### src/rtl/irqv_pkg.sv
package irqv_pkg;
  localparam int NSRC = 5;

  typedef struct packed {
    logic            take;
    logic [NSRC-1:0] grantOh;
  } ctlStrobe_t;
endpackage

### src/rtl/irqv_datapath.sv
module irqv_datapath
  import irqv_pkg::*;
#(
  parameter int          VEC_W       = 16,
  parameter logic [15:0] VEC_BASE    = 16'h0003,
  parameter int          VEC_STRIDE  = 8,
  parameter int          SYNC_STAGES = 2,
  parameter int          NPIN        = 2
) (
  input  logic             clk,
  input  logic             rstN,
  input  logic             regWrEn,
  input  logic [7:0]       regWrData,
  output logic [7:0]       regRdData,
  input  logic [NPIN-1:0]  trigMode,
  input  logic [NPIN-1:0]  extPinN,
  input  logic [NPIN-1:0]  timerOvf,
  input  logic             serRx,
  input  logic             serTx,
  input  ctlStrobe_t       strobe,
  output logic [NSRC-1:0]  reqMasked,
  output logic [VEC_W-1:0] cpuVector
);
  localparam logic [7:0] KEEP_MASK  = 8'h9F;
  localparam int         MASTER_BIT = 7;
  localparam int         SER_IDX    = 2 * NPIN;

  logic [7:0]      enReg;
  logic [NSRC-1:0] rawReq;

  always_ff @(posedge clk or negedge rstN) begin
    if (!rstN)        enReg <= '0;
    else if (regWrEn) enReg <= regWrData & KEEP_MASK;
  end
  assign regRdData = enReg;

  for (genvar e = 0; e < NPIN; e++) begin : g_pin
    logic [SYNC_STAGES-1:0] syncQ;
    logic lastQ, edgePend, tmrPend, pinLow, fallEdge;

    always_ff @(posedge clk or negedge rstN) begin
      if (!rstN) begin
        syncQ <= '1;
        lastQ <= 1'b1;
      end else begin
        syncQ <= {syncQ[SYNC_STAGES-2:0], extPinN[e]};
        lastQ <= syncQ[SYNC_STAGES-1];
      end
    end

    assign pinLow   = ~syncQ[SYNC_STAGES-1];
    assign fallEdge = lastQ & pinLow;

    always_ff @(posedge clk or negedge rstN) begin
      if (!rstN)                                        edgePend <= 1'b0;
      else if (!trigMode[e])                            edgePend <= 1'b0;
      else if (fallEdge)                                edgePend <= 1'b1;
      else if (strobe.take && strobe.grantOh[2*e])      edgePend <= 1'b0;
    end

    always_ff @(posedge clk or negedge rstN) begin
      if (!rstN)                                        tmrPend <= 1'b0;
      else if (timerOvf[e])                             tmrPend <= 1'b1;
      else if (strobe.take && strobe.grantOh[2*e+1])    tmrPend <= 1'b0;
    end

    assign rawReq[2*e]   = trigMode[e] ? edgePend : pinLow;
    assign rawReq[2*e+1] = tmrPend;
  end

  assign rawReq[SER_IDX] = serRx | serTx;
  assign reqMasked = rawReq & enReg[NSRC-1:0] & {NSRC{enReg[MASTER_BIT]}};

  always_comb begin
    cpuVector = '0;
    for (int i = 0; i < NSRC; i++)
      if (strobe.grantOh[i]) cpuVector = VEC_BASE + VEC_W'(i * VEC_STRIDE);
  end
endmodule

### src/rtl/irqv_control.sv
module irqv_control
  import irqv_pkg::*;
(
  input  logic            clk,
  input  logic            rstN,
  input  logic [NSRC-1:0] reqMasked,
  input  logic            cpuAck,
  input  logic            cpuReti,
  output logic            cpuReq,
  output ctlStrobe_t      strobe
);
  logic            inService;
  logic [NSRC-1:0] grant;

  assign grant  = reqMasked & (~reqMasked + NSRC'(1));
  assign cpuReq = (|reqMasked) & ~inService;

  assign strobe.take    = cpuReq & cpuAck;
  assign strobe.grantOh = grant;

  always_ff @(posedge clk or negedge rstN) begin
    if (!rstN)            inService <= 1'b0;
    else if (strobe.take) inService <= 1'b1;
    else if (cpuReti)     inService <= 1'b0;
  end
endmodule

### src/rtl/irq_vector_ctrl.sv
module irq_vector_ctrl
  import irqv_pkg::*;
#(
  parameter int          VEC_W       = 16,
  parameter logic [15:0] VEC_BASE    = 16'h0003,
  parameter int          VEC_STRIDE  = 8,
  parameter int          SYNC_STAGES = 2
) (
  input  logic             clk,
  input  logic             rstN,
  input  logic             regWrEn,
  input  logic [7:0]       regWrData,
  output logic [7:0]       regRdData,
  input  logic [1:0]       trigMode,
  input  logic [1:0]       extPinN,
  input  logic [1:0]       timerOvf,
  input  logic             serRx,
  input  logic             serTx,
  input  logic             cpuAck,
  input  logic             cpuReti,
  output logic             cpuReq,
  output logic [VEC_W-1:0] cpuVector
);
  ctlStrobe_t      strobe;
  logic [NSRC-1:0] reqMasked;

  irqv_datapath #(
    .VEC_W(VEC_W), .VEC_BASE(VEC_BASE), .VEC_STRIDE(VEC_STRIDE),
    .SYNC_STAGES(SYNC_STAGES), .NPIN(2)
  ) u_dp (
    .clk(clk), .rstN(rstN), .regWrEn(regWrEn), .regWrData(regWrData),
    .regRdData(regRdData), .trigMode(trigMode), .extPinN(extPinN),
    .timerOvf(timerOvf), .serRx(serRx), .serTx(serTx), .strobe(strobe),
    .reqMasked(reqMasked), .cpuVector(cpuVector)
  );

  irqv_control u_ctl (
    .clk(clk), .rstN(rstN), .reqMasked(reqMasked), .cpuAck(cpuAck),
    .cpuReti(cpuReti), .cpuReq(cpuReq), .strobe(strobe)
  );
endmodule

### config.mk
export PLATFORM = sky130hd
export DESIGN_NAME = irq_vector_ctrl
export DESIGN_NICKNAME = d
export VERILOG_FILES = /design/src/rtl/irqv_pkg.sv /design/src/rtl/irqv_datapath.sv /design/src/rtl/irqv_control.sv /design/src/rtl/irq_vector_ctrl.sv
export SDC_FILE = /design/constraint.sdc
export NUM_CORES = 1
export LEC_CHECK = 0
export ABC_AREA = 1
export BUFFER_PORTS_ARGS = -buffer_cell sky130_fd_sc_hd__buf_4
export CORE_MARGIN = 1
export CORE_UTILIZATION = 30
export DETAILED_ROUTE_END_ITERATION = 6
export PLACE_DENSITY = 0.63
export SYNTH_ARGS = -nofsm -noshare
export SYNTH_HDL_FRONTEND = slang
export SYNTH_SLANG_ARGS = --single-unit
### constraint.sdc
create_clock -name clk -period 1.1 [get_ports clk]
set_input_delay 0.055 -clock clk [delete_from_list [all_inputs] [get_ports clk]]
set_output_delay 0.055 -clock clk [all_outputs]
set_load 0.05 [all_outputs]
**Yosys cells after proc, flatten, opt, wreduce, memory -nomap -nowiden**

Index checks and enable logic that the tools add are counted.

- Register bits after elaboration: 17
- Latch bits: 0
- RAM bits: 0
- Memory bits (read-only): 0
- Input port bits: 21
- Logic and storage cells: 52
- Memories kept: 0

- Add/subtract/negate cells: 1
- $mul: 0
- Div/mod/pow operators: 0
- Magnitude comparators: 0
- Equal/unequal tests: 2
- Shift operators: 0
- Mux-type cells: 19
- Bitwise gates (word level): 12
- Reduce and logical (&&, ||, !) cells: 8

Operators by type and width:

| operator | count |
|---|---|
| bitwise AND 5 bit | 3 |
| two-way mux 1 bit | 14 |
| two-way mux 5 bit | 2 |
| two-way mux 6 bit | 1 |
| != test 3 x 1 -> 1 bit, second input constant | 2 |
| nonzero test 2 bit | 3 |
| adder 5 x 1 -> 5 bit, second input constant | 1 |
| NOT 5 bit | 1 |
| OR reduction 5 bit | 1 |
| bitwise AND 1 bit | 4 |
| logical AND 1 bit | 4 |
| two-way mux 4 bit | 1 |
| NOT 1 bit | 3 |
| two-way mux 2 bit | 1 |
| OR 1 bit | 1 |

**Depth between registers and ports, before layout**

Gate-level depths: netlist of run 1.

- Word-level depth: 12
- Gate-level depth with buffers: 9

**Hierarchy**

Synthesis of run 1 repeated with hierarchy kept, for this count alone.

- Cells, all modules: 109
- Area, all modules: 900.9 sq um

Modules (own cells, without submodules):

| module | instances | cells each | area each (sq um) |
|---|---|---|---|
| irqv_datapath | 1 | 87 | 773.2 |
| irqv_control | 1 | 22 | 127.6 |

**Least setup slack after synthesis of run 1**

OpenSTA, ideal clock, no wires.

- Kind: register -> output
- Start: register u_dp.enReg[7], in the netlist u_dp.regRdData[7]
- End: output cpuReq
- Arrival: 1.965 ns
- Data required time: 1.045 ns
- Slack: -0.920 ns
- Cell stages (with the launch flop): 5
- Cell sequence: dfrtp_1 -> nand2_1 -> nor2_4 -> a21oi_4 -> a31oi_1

- Cells in the longest elaborated chain, start to end: 3

Ends and longest elaborated chain:

| what | line | source |
|---|---|---|
| start: declaration | irqv_datapath.sv:28 | `logic [7:0] enReg;` |
| start signal: assignment | irqv_datapath.sv:33 | `else if (regWrEn) enReg <= regWrData & KEEP_MASK;` |
| bitwise AND 5 bit | irqv_datapath.sv:72 | `assign reqMasked = rawReq & enReg[NSRC-1:0] & {NSRC{enReg[MASTER_BIT]}};` |
| OR reduction 5 bit | irqv_control.sv:16 | `assign cpuReq = (\|reqMasked) & ~inService;` |
| bitwise AND 1 bit | irqv_control.sv:16 |  |
| end: declaration | irq_vector_ctrl.sv:21 | `output logic cpuReq,` |

Every way passes these cells.

**Worst setup path in the final report of run 1**

- Start: register u_dp.g_pin[0].syncQ[1]
- End: output cpuVector[5]

- Cells in the longest elaborated chain, start to end: 8

Ends and longest elaborated chain:

| what | line | source |
|---|---|---|
| start: declaration | irqv_datapath.sv:38 | `logic [SYNC_STAGES-1:0] syncQ;` |
| start signal: assignment | irqv_datapath.sv:46 | `syncQ <= {syncQ[SYNC_STAGES-2:0], extPinN[e]};` |
| NOT 1 bit | irqv_datapath.sv:51 | `assign pinLow = ~syncQ[SYNC_STAGES-1];` |
| two-way mux 1 bit | irqv_datapath.sv:67 | `assign rawReq[2*e] = trigMode[e] ? edgePend : pinLow;` |
| bitwise AND 5 bit (2 in a row) | irqv_datapath.sv:72 |  |
| NOT 5 bit | irqv_control.sv:15 | `assign grant = reqMasked & (~reqMasked + NSRC'(1));` |
| adder 5 x 1 -> 5 bit | irqv_control.sv:15 |  |
| bitwise AND 5 bit | irqv_control.sv:15 |  |
| two-way mux 6 bit | irqv_datapath.sv:77 | `if (strobe.grantOh[i]) cpuVector = VEC_BASE + VEC_W'(i * VEC_STRIDE);` |
| end: declaration | irq_vector_ctrl.sv:22 | `output logic [VEC_W-1:0] cpuVector` |

Every way passes these cells.

==> key figures, run 1 <==
GRT
  – Global route overflow: 0
  – Via count of the first global-routing pass: 773
  – Antenna violations before repair: 0
  – Pin count of the biggest net entering global routing: 18
  – First-pass GRT wire length: 3320 um
  – Global-route usage over all layers: 13.3%

Floorplan
  – Die extent in x: 56.3 um
  – Area inside the core boundary: 2780 um^2
  – Standard-cell rows: 19
  – Die boundary height: 56.3 um
  – Starting utilization of the core area: 31.8%
  – Floorplan die area: 3170 um^2
  – I/O pin count: 46

Route
  – Detailed Routing Iterations Pass 1: 4
  – Wirelength, routed: 2020 um
  – Routed wirelength normalized by instance count: 11.4 um
  – Number of vias in the routed layout: 787
  – Number of vias per cell: 4.45
  – Number of DRC violations after detailed-routing iteration 0: 16
  – Final ANT Viol Nets: 0
  – Residual DRC: 0

Critical path
  – Buf+Inv Stages, Crit Path: 1
  – Nature of the critical path endpoint: output port
  – Crit path launch: u_dp.g_pin[0].syncQ[1]
  – Minimum setup slack among reg-to-reg paths: -270 ps
  – Max incr delay on CP: 550 ps
  – Highest net fanout along the worst path: 5
  – CP startpoint kind: flop
  – Category of the critical setup timing path: flop to output port
  – Arr. time, crit path: 1510 ps
  – Data required, critical path: 1040 ps
  – Depth of the worst register-to-register path: 7
  – Beginning of the worst register-to-register path: u_dp.regRdData[7]
  – Cell family with most CP delay: flip-flops
  – Worst path cell trace: o21ai_2, nand2_2, nand2_4, nor4_4, buf_6
  – Capture point of the worst reg-to-reg path: u_dp.g_pin[0].tmrPend
  – Worst path slowest cell: dfstp_2

Timing
  – Achievable Freq: 0.638 GHz
  – Number of max-slew violations in the final report: 0
  – Worst path setup slack after routing: -467 ps
  – RSZ-0062 raised after global routing: true
  – Clock period minus worst slack: 1570 ps
  – Setup clock skew after layout: 4.94 ps
  – Final hold violations: 0
  – Crit share post-route: 142%
  – Total Neg Setup Slack: -4010 ps
  – Final Setup Violations: 13

Yosys
  – Post-Synthesis Cell Area: 885 um^2
  – Sequential element share of the synthesized area: 48.9%
  – Post-synth EDFFs: 0
  – Post-synthesis cell count: 88
  – Ys flop type: dfrtp_1
  – FFs w/ async S/R, synth: 100%
  – Syn_area_per_cell: 10.1 um^2
  – Number of distinct library cells after synthesis: 27
  – Seq cells post-synth: 17
  – Total of warnings raised by yosys: 0

Finish
  – Filler instances: 248
  – Number of nets in the finished design: 168
  – Layout-stage area growth over the synthesis result: 67.8%
  – Share of layout cells above drive strength 1: 56.2%
  – Final std cells w/o fill: 177
  – Final antenna diode count: 0
  – Area of the multi-input gates: 418 um^2
  – Post-route cell area: 1480 um^2
  – Sequential cell area: 440 um^2

Clock network
  – Sinks on Clock Net: 17
  – TritonCTS clock tree: done
  – Insertion delay of the later-clocked pin in the worst-skew pair: 290 ps
  – Buffer type at the clock tree root: clkbuf_4
  – # H-tree levels: 1
  – Clock transition at the registers of the reported paths: 100 ps
  – Clock tree buffer depth: 2
  – Number of CTS-inserted buffers: 3

Min path
  – End point of the worst hold path: u_dp.g_pin[0].edgePend
  – Count of cells along the worst hold path: 3
  – Path type of the worst min-delay path: input port to flop
  – Hold path startpoint: trigMode[0]

Power and ir drop
  – Part of the total power dissipated in sequential elements: 36.2%
  – Combinational power share: 46.5%
  – Switching power as a share of total power: 40.6%
  – Power after layout: 2.00 mW
  – Part of the power in the clock network: 17.2%
  – Power per standard cell area: 1350 nW/um^2
  – Switching component of the power: 814 uW
  – Leakage: 0.706 nW
  – VDD IR max: 1.09 mV
  – Internal: 1.19 mW

Place
  – Detailed-placement wirelength estimate: 1410 um
  – Final RePlAce weighted congestion: 0.675
  – Quantity of I/O buffers inserted on ports: 30
  – Placed standard-cell area: 1180 um^2
  – Total instance count after detailed placement: 156

Run
  – # Max-Cap Violations: 0

Status
  – Run status: complete, but fails checks
  – Violations in the final reports: negative setup slack
-- power groups by stage --
stage	clock network, mW	registers (mW)	logic (mW)
2_1_floorplan	0	0.809	0.491
3_3_place_gp	0	0.732	0.750
3_5_place_dp	0	0.735	0.759
4_1_cts	0.360	0.725	0.893
5_1_grt	0.380	0.732	0.981
6_report	0.345	0.726	0.932
-- timing repair --
item / in CTS / in global routing
hold buffers: 13 / 0
resized for setup: 18 / 8
hold endpoints to repair: 28 / 0
setup endpoints to repair: 12 / 15
buffers inserted: 2 / 3
pin swaps: 8 / 7
-- tightest hold or removal path: stages --
cell and delay, ps:
buf_4 100, nand3b_1 70, nand2_1 70
-- layout make-up --
class | instances | area share (%)
clock buffer | 3 | 1.52
clock inverter | 1 | 0.506
timing repair buffer | 58 | 35.1
inverter | 9 | 2.45
multi-input combinational | 58 | 28.2
sequential | 17 | 29.7
tap | 31 | 2.61
-- placed cells by master (no fill, tap or decap), drive strengths merged, types with 4 or more instances in the layout --
master        n
inv           9
o21ai         4
nand4         4
conb         13
mux2          5
dlygate4sd3  13
dfstp         6
nand2        17
buf          45
dfrtp        11
-- flip-flops by register name, indices dropped and copies added, names as in the netlist --
signal and cells:
u_ctl.inService 1, u_dp.g_pin.edgePend 2, u_dp.g_pin.lastQ 2, u_dp.g_pin.syncQ 4
u_dp.g_pin.tmrPend 2, u_dp.regRdData 6
-- layer usage --
metal,routed length [um],track usage [%],vias up
li1,-,-,377
met1,845,15.0,374
met2,1030,24.3,34
met3,126,2.53,2
met4,8,5.23,0
met5,0,0,-
-- through the flow --
stage          util, %  setup WS [ps]  hold WS, ps
6_report          53.4           -467         33.4
5_1_grt           53.4           -534         34.3
4_1_cts           51.8           -498         24.2
3_5_place_dp      42.6           -269        -69.3
3_3_place_gp      42.6           -235        -74.0
2_1_floorplan        -           -340         -241
-- logic make-up (layout without fill, tap and decap cells) --
logic type / Yosys count / after routing / synth area share [%]
AND/OR/NAND/NOR: 30 / 30 / 18.8
buffers and inverters: 25 / 71 / 17.3
flip-flops: 17 / 17 / 48.9
AO/OA/AOI/OAI: 10 / 10 / 8.20
multiplexers: 5 / 5 / 6.36
other: 1 / 13 / 0.424
-- synthesized netlist by cell type, types with 2 or more instances --
cell,instances,share of area (%)
nand2_1,15,6.4
mux2_1,4,5.1
dfstp_2,6,18
dfrtp_1,11,31
buf_4,15,13
nor2_1,2,0.85
o21ai_1,3,1.7
nand3b_1,2,1.7
inv_1,6,2.5
a21oi_1,2,1.1
nand4_1,4,2.8
inv_2,2,0.85
nand3_1,2,1.1
-- worst max path at each step --
stage	endpoint	cells past startpoint
6_report	cpuVector[5]	5
5_1_grt	cpuVector[5]	5
4_1_cts	cpuVector[5]	5
3_5_place_dp	cpuVector[5]	5
3_3_place_gp	cpuVector[5]	5
2_1_floorplan	u_ctl.inService	6
Power figures use the tool's default switching activity.
==> run 2, diff against run 1 <==
CORE_ASPECT_RATIO = 2   (was default)
clock period = 1.4 ns   (was 1.1 ns; I/O delays follow)
==> key figures, run 2 (synthesis results as in run 1) <==
Status
  – Run status: complete, but fails checks
  – Violations in the final reports: negative setup slack

Timing
  – Number of max-slew violations in the final report: 0
  – Clock period minus worst slack: 1510 ps
  – Worst path setup slack after routing: -111 ps
  – Setup clock skew after layout: 2.77 ps
  – Crit share post-route: 108%
  – Final Setup Violations: 9
  – Worst hold margin: 32.2 ps
  – Final hold violations: 0
  – Achievable Freq: 0.662 GHz
  – RSZ-0062 raised after global routing: true

Route
  – Detailed Routing Iterations Pass 1: 2
  – Number of vias per cell: 4.53
  – Routed wirelength normalized by instance count: 11.2 um
  – Number of vias in the routed layout: 729
  – Number of DRC violations after detailed-routing iteration 0: 7
  – Wirelength, routed: 1800 um
  – Residual DRC: 0
  – Final ANT Viol Nets: 0

Place
  – Detailed-placement wirelength estimate: 1360 um
  – Final RePlAce weighted congestion: 0.747
  – Quantity of I/O buffers inserted on ports: 30
  – Placed standard-cell area: 1110 um^2

Floorplan
  – I/O pin count: 46
  – Standard-cell rows: 27
  – Die boundary height: 78.8 um
  – Starting utilization of the core area: 31.9%
  – Die extent in x: 40.4 um
  – Area inside the core boundary: 2770 um^2
  – Floorplan die area: 3180 um^2

Finish
  – Layout-stage area growth over the synthesis result: 51.8%
  – Sequential cell area: 440 um^2
  – Share of layout cells above drive strength 1: 53.8%
  – Area of the multi-input gates: 405 um^2
  – Number of nets in the finished design: 154
  – Filler instances: 258
  – Commonest cells after routing, fill and taps aside: 30 x buf_4, 13 x nand2_1, 13 x conb_1, 7 x buf_6
  – Most common cell after layout, fill and taps aside: buf_4
  – Final antenna diode count: 0
  – Max reg flops: 6
  – Post-route cell area: 1340 um^2

Clock network
  – # H-tree levels: 1
  – Buffer type at the clock tree root: clkbuf_8
  – Number of CTS-inserted buffers: 3
  – Sinks on Clock Net: 17
  – Clock transition at the registers of the reported paths: 60 ps
  – Insertion delay of the later-clocked pin in the worst-skew pair: 250 ps
  – TritonCTS clock tree: done
  – Clock tree buffer depth: 2

Power and ir drop
  – Part of the power in the clock network: 22.7%
  – Internal: 982 uW
  – Leakage: 0.643 nW
  – Part of the total power dissipated in sequential elements: 36.1%
  – Switching component of the power: 613 uW
  – Combinational power share: 41.2%
  – Switching power as a share of total power: 38.4%
  – VDD IR max: 0.751 mV
  – Power per standard cell area: 1190 nW/um^2

GRT
  – Global-route usage over all layers: 13.6%
  – Global route overflow: 0
  – Pin count of the biggest net entering global routing: 18
  – Antenna violations before repair: 0
  – First-pass GRT wire length: 2960 um
  – Via count of the first global-routing pass: 701

Critical path
  – Worst path cell trace: o21ai_4, a21oi_4, nand3_4, buf_6
  – Arr. time, crit path: 1440 ps
  – Nature of the critical path endpoint: output port
  – Highest net fanout along the worst path: 4
  – Category of the critical setup timing path: flop to output port
  – CP startpoint kind: flop
  – Worst path slowest cell: dfstp_2
  – Max incr delay on CP: 560 ps
  – Data required, critical path: 1330 ps

Run
  – # Max-Cap Violations: 0

Min path
  – Path type of the worst min-delay path: input port to flop
## run 2: changes by cell type in the layout (fill, tap and decap cells not counted), sizes merged
| cell | change |
|---|---|
| buf | -7 |
| clkbuf | +1 |
| clkinvlp | -1 |
| dlygate4sd3 | -7 |
## run 2: area by class of cell
| class | count | share of cell area, % |
|---|---|---|
| clock buffers | 4 | 3.36 |
| repair buffers | 44 | 28.2 |
| well taps | 29 | 2.70 |
| multi-input cells | 58 | 30.2 |
| inverters | 9 | 2.70 |
| flip-flops and latches | 17 | 32.8 |
## run 2: what timing repair did
item	in CTS	in global routing
endpoints found under the hold margin	22	0
pin swaps	6	4
resized for setup	12	6
buffers inserted	6	1
hold buffers	6	0
endpoints found under the setup margin	6	10
## run 2: critical path: cells and delay by family, from the launching register on
| family | cells | cell delay, ps |
|---|---|---|
| buf+inv | 1 | 170 |
| compound gates | 2 | 330 |
| simple gates | 1 | 130 |
| flops | 1 | 560 |
## run 2: per-layer routing
metal  GRT usage, %  vias to the layer above  wire length (um)
li1               -                      346                 -
met2           22.5                       31              1070
met1           14.0                      347               582
met4           9.00                        0                58
met5              0                        -                 0
met3           2.51                        5                87
## run 2: worst paths after layout
check	from	endpoint	slack (ps)	cells past startpoint
max in group asynchronous	rstN	u_dp.g_pin[1].lastQ	930	2
max	u_dp.g_pin[1].syncQ[1]	cpuVector[0]	-110	4
min	regWrData[3]	u_dp.regRdData[3]	30	3
max reg2reg	u_dp.g_pin[1].syncQ[1]	u_ctl.inService	-10	6
min reg2reg	u_dp.g_pin[1].syncQ[0]	u_dp.g_pin[1].syncQ[1]	350	0
min in group asynchronous	rstN	u_dp.regRdData[4]	210	2
## run 2: per-stage QoR
step,instances,utilization [%],total power [mW],TNS [ps],setup slack [ps]
after floorplan,100,-,1.02,-192,-39.8
after global placement,144,40.0,1.12,0,56.8
after detailed placement,144,40.0,1.13,0,59.1
after CTS,160,47.2,1.59,-660,-146
after global routing,161,48.5,1.68,-1380,-176
final,161,48.5,1.59,-630,-111
## run 2: power groups by stage
stage / Combinational [mW] / Clock [mW] / Sequential [mW]
finish: 0.656 / 0.362 / 0.576
global route: 0.700 / 0.400 / 0.580
CTS: 0.632 / 0.385 / 0.575
detailed placement: 0.552 / 0 / 0.582
global placement: 0.545 / 0 / 0.579
floorplan: 0.384 / 0 / 0.636
==> run 3, diff against run 2 <==
REMOVE_ABC_BUFFERS = 1   (was default)
==> key figures, run 3 (synthesis results as in run 1) <==
Place
  – Worst Setup Slack post-DPL: 69.9 ps
  – Total instance count after detailed placement: 144
  – Quantity of I/O buffers inserted on ports: 30
  – Placed standard-cell area: 1080 um^2
  – Final RePlAce weighted congestion: 0.717
  – Detailed-placement wirelength estimate: 1300 um

Critical path
  – Max incr delay on CP: 420 ps
  – Cell family with most CP delay: buffers and inverters
  – Cell mode on critical path: buf_4
  – Nature of the critical path endpoint: output port
  – Data required, critical path: 1330 ps
  – Arr. time, crit path: 1450 ps
  – CP startpoint kind: flop
  – Worst path slowest cell: dfrtp_2
  – Worst path cell trace: o211ai_1, buf_4, a31oi_1, buf_4
  – Buf+Inv Stages, Crit Path: 2
  – Highest net fanout along the worst path: 6
  – Category of the critical setup timing path: flop to output port

Clock network
  – Buffer type at the clock tree root: clkbuf_8
  – Clock transition at the registers of the reported paths: 60 ps
  – Number of CTS-inserted buffers: 3
  – TritonCTS clock tree: done
  – Sinks on Clock Net: 17
  – # H-tree levels: 1
  – Clock tree buffer depth: 2
  – Insertion delay of the later-clocked pin in the worst-skew pair: 250 ps

Finish
  – Filler instances: 275
  – Max reg flops: 6
  – Final antenna diode count: 0
  – Commonest cells after routing, fill and taps aside: 34 x buf_4, 13 x conb_1, 12 x nand2_1, 10 x dfrtp_1
  – Share of layout cells above drive strength 1: 51.5%
  – Number of nets in the finished design: 154
  – Final std cells w/o fill: 161
  – Most common cell after layout, fill and taps aside: buf_4
  – Layout-stage area growth over the synthesis result: 49.1%
  – Post-route cell area: 1320 um^2

Run
  – # Max-Cap Violations: 0

GRT
  – Via count of the first global-routing pass: 697
  – Global route overflow: 0
  – Global-route usage over all layers: 12.7%
  – Most used routing layer in global routing: met2
  – GRT met1 Usage: 13.6%
  – First-pass GRT wire length: 2830 um
  – Antenna violations before repair: 0
  – GRT met2 Usage: 21.7%
  – Pin count of the biggest net entering global routing: 18
  – Routing usage on met3: 1.68%

Status
  – Violations in the final reports: negative setup slack
  – Run status: complete, but fails checks

Route
  – Final ANT Viol Nets: 0
  – Number of DRC violations after detailed-routing iteration 0: 4
  – Routed wirelength normalized by instance count: 11.3 um
  – Detailed Routing Iterations Pass 1: 4
  – Wirelength, routed: 1810 um
  – Residual DRC: 0
  – Number of vias in the routed layout: 745
  – Number of vias per cell: 4.63

Power and ir drop
  – Power after layout: 1.57 mW
  – VDD IR max: 0.771 mV
  – Power per standard cell area: 1190 nW/um^2
  – Leakage: 0.648 nW

Timing
  – Setup clock skew after layout: 4.78 ps
  – RSZ-0062 raised after global routing: true
  – Crit share post-route: 109%
  – Achievable Freq: 0.656 GHz
  – Final Setup Violations: 8
  – Clock period minus worst slack: 1520 ps
  – Worst hold margin: 7.87 ps
  – Final hold violations: 0
  – Number of max-slew violations in the final report: 0
  – Worst path setup slack after routing: -123 ps

Min path
  – Path type of the worst min-delay path: input port to flop

Floorplan
  – I/O pin count: 46
  – Standard-cell rows: 27
  – Starting utilization of the core area: 31.9%
  – Die extent in x: 40.4 um
  – Floorplan die area: 3180 um^2
  – Die boundary height: 78.8 um
  – Area inside the core boundary: 2770 um^2
==> run 3: where the power goes <==
part,internal [mW],total [mW],switching (mW)
Combinational,0.230,0.649,0.419
Sequential,0.540,0.567,0.0276
Clock,0.201,0.351,0.150
Total,0.971,1.57,0.596
==> run 3: area by class of cell <==
type                    instances  area [um^2]  area share (%)
clock buffers                   4         45.0            3.42
well taps                      29         36.3            2.75
multi-input cells              58          393            29.8
flip-flops and latches         17          434            32.9
inverters                       9         36.3            2.75
repair buffers                 44          374            28.4
==> run 3: worst register-to-register path: cells and delay by family, from the launching register on <==
kind,cells,cell delay [ps]
buffers and inverters,2,290
AOI/OAI and AO/OA,2,170
DFF,1,530
and+or+nand+nor,5,370
==> run 3: worst paths after layout <==
kind / depth (start not counted) / slack, ps / end / startpoint
worst max-delay path: 4 / -120 / cpuReq / u_dp.regRdData[7]
worst min-delay path: 3 / 8 / u_dp.g_pin[0].tmrPend / timerOvf[0]
worst max register to register: 9 / -60 / u_dp.g_pin[1].tmrPend / u_dp.g_pin[0].syncQ[1]
worst min register to register: 0 / 350 / u_dp.g_pin[1].syncQ[1] / u_dp.g_pin[1].syncQ[0]
max in group asynchronous: 2 / 930 / u_dp.g_pin[0].syncQ[0] / rstN
min in group asynchronous: 2 / 220 / u_dp.regRdData[1] / rstN
==> run 3: stage by stage <==
stage	TNS (ps)	util, %
final	-603	47.6
after global routing	-1210	47.6
after CTS	-534	45.8
after detailed placement	0	39.1
after global placement	0	39.1
after floorplan	-3670	-
==> run 3: timing repair <==
| item | 4_1_cts | 5_1_grt |
|---|---|---|
| setup endpoints to repair | 6 | 11 |
| gates resized for setup | 13 | 8 |
| setup buffers | 7 | 2 |
| pin swaps | 5 | 6 |
| endpoints found under the hold margin | 20 | 0 |
| hold buffers | 4 | 0 |
==> run 3: layer usage <==
layer	up-vias	part of all wire, %
met5	-	0
met4	0	1.8
met3	4	5.7
met2	37	60
met1	352	33
li1	352	-
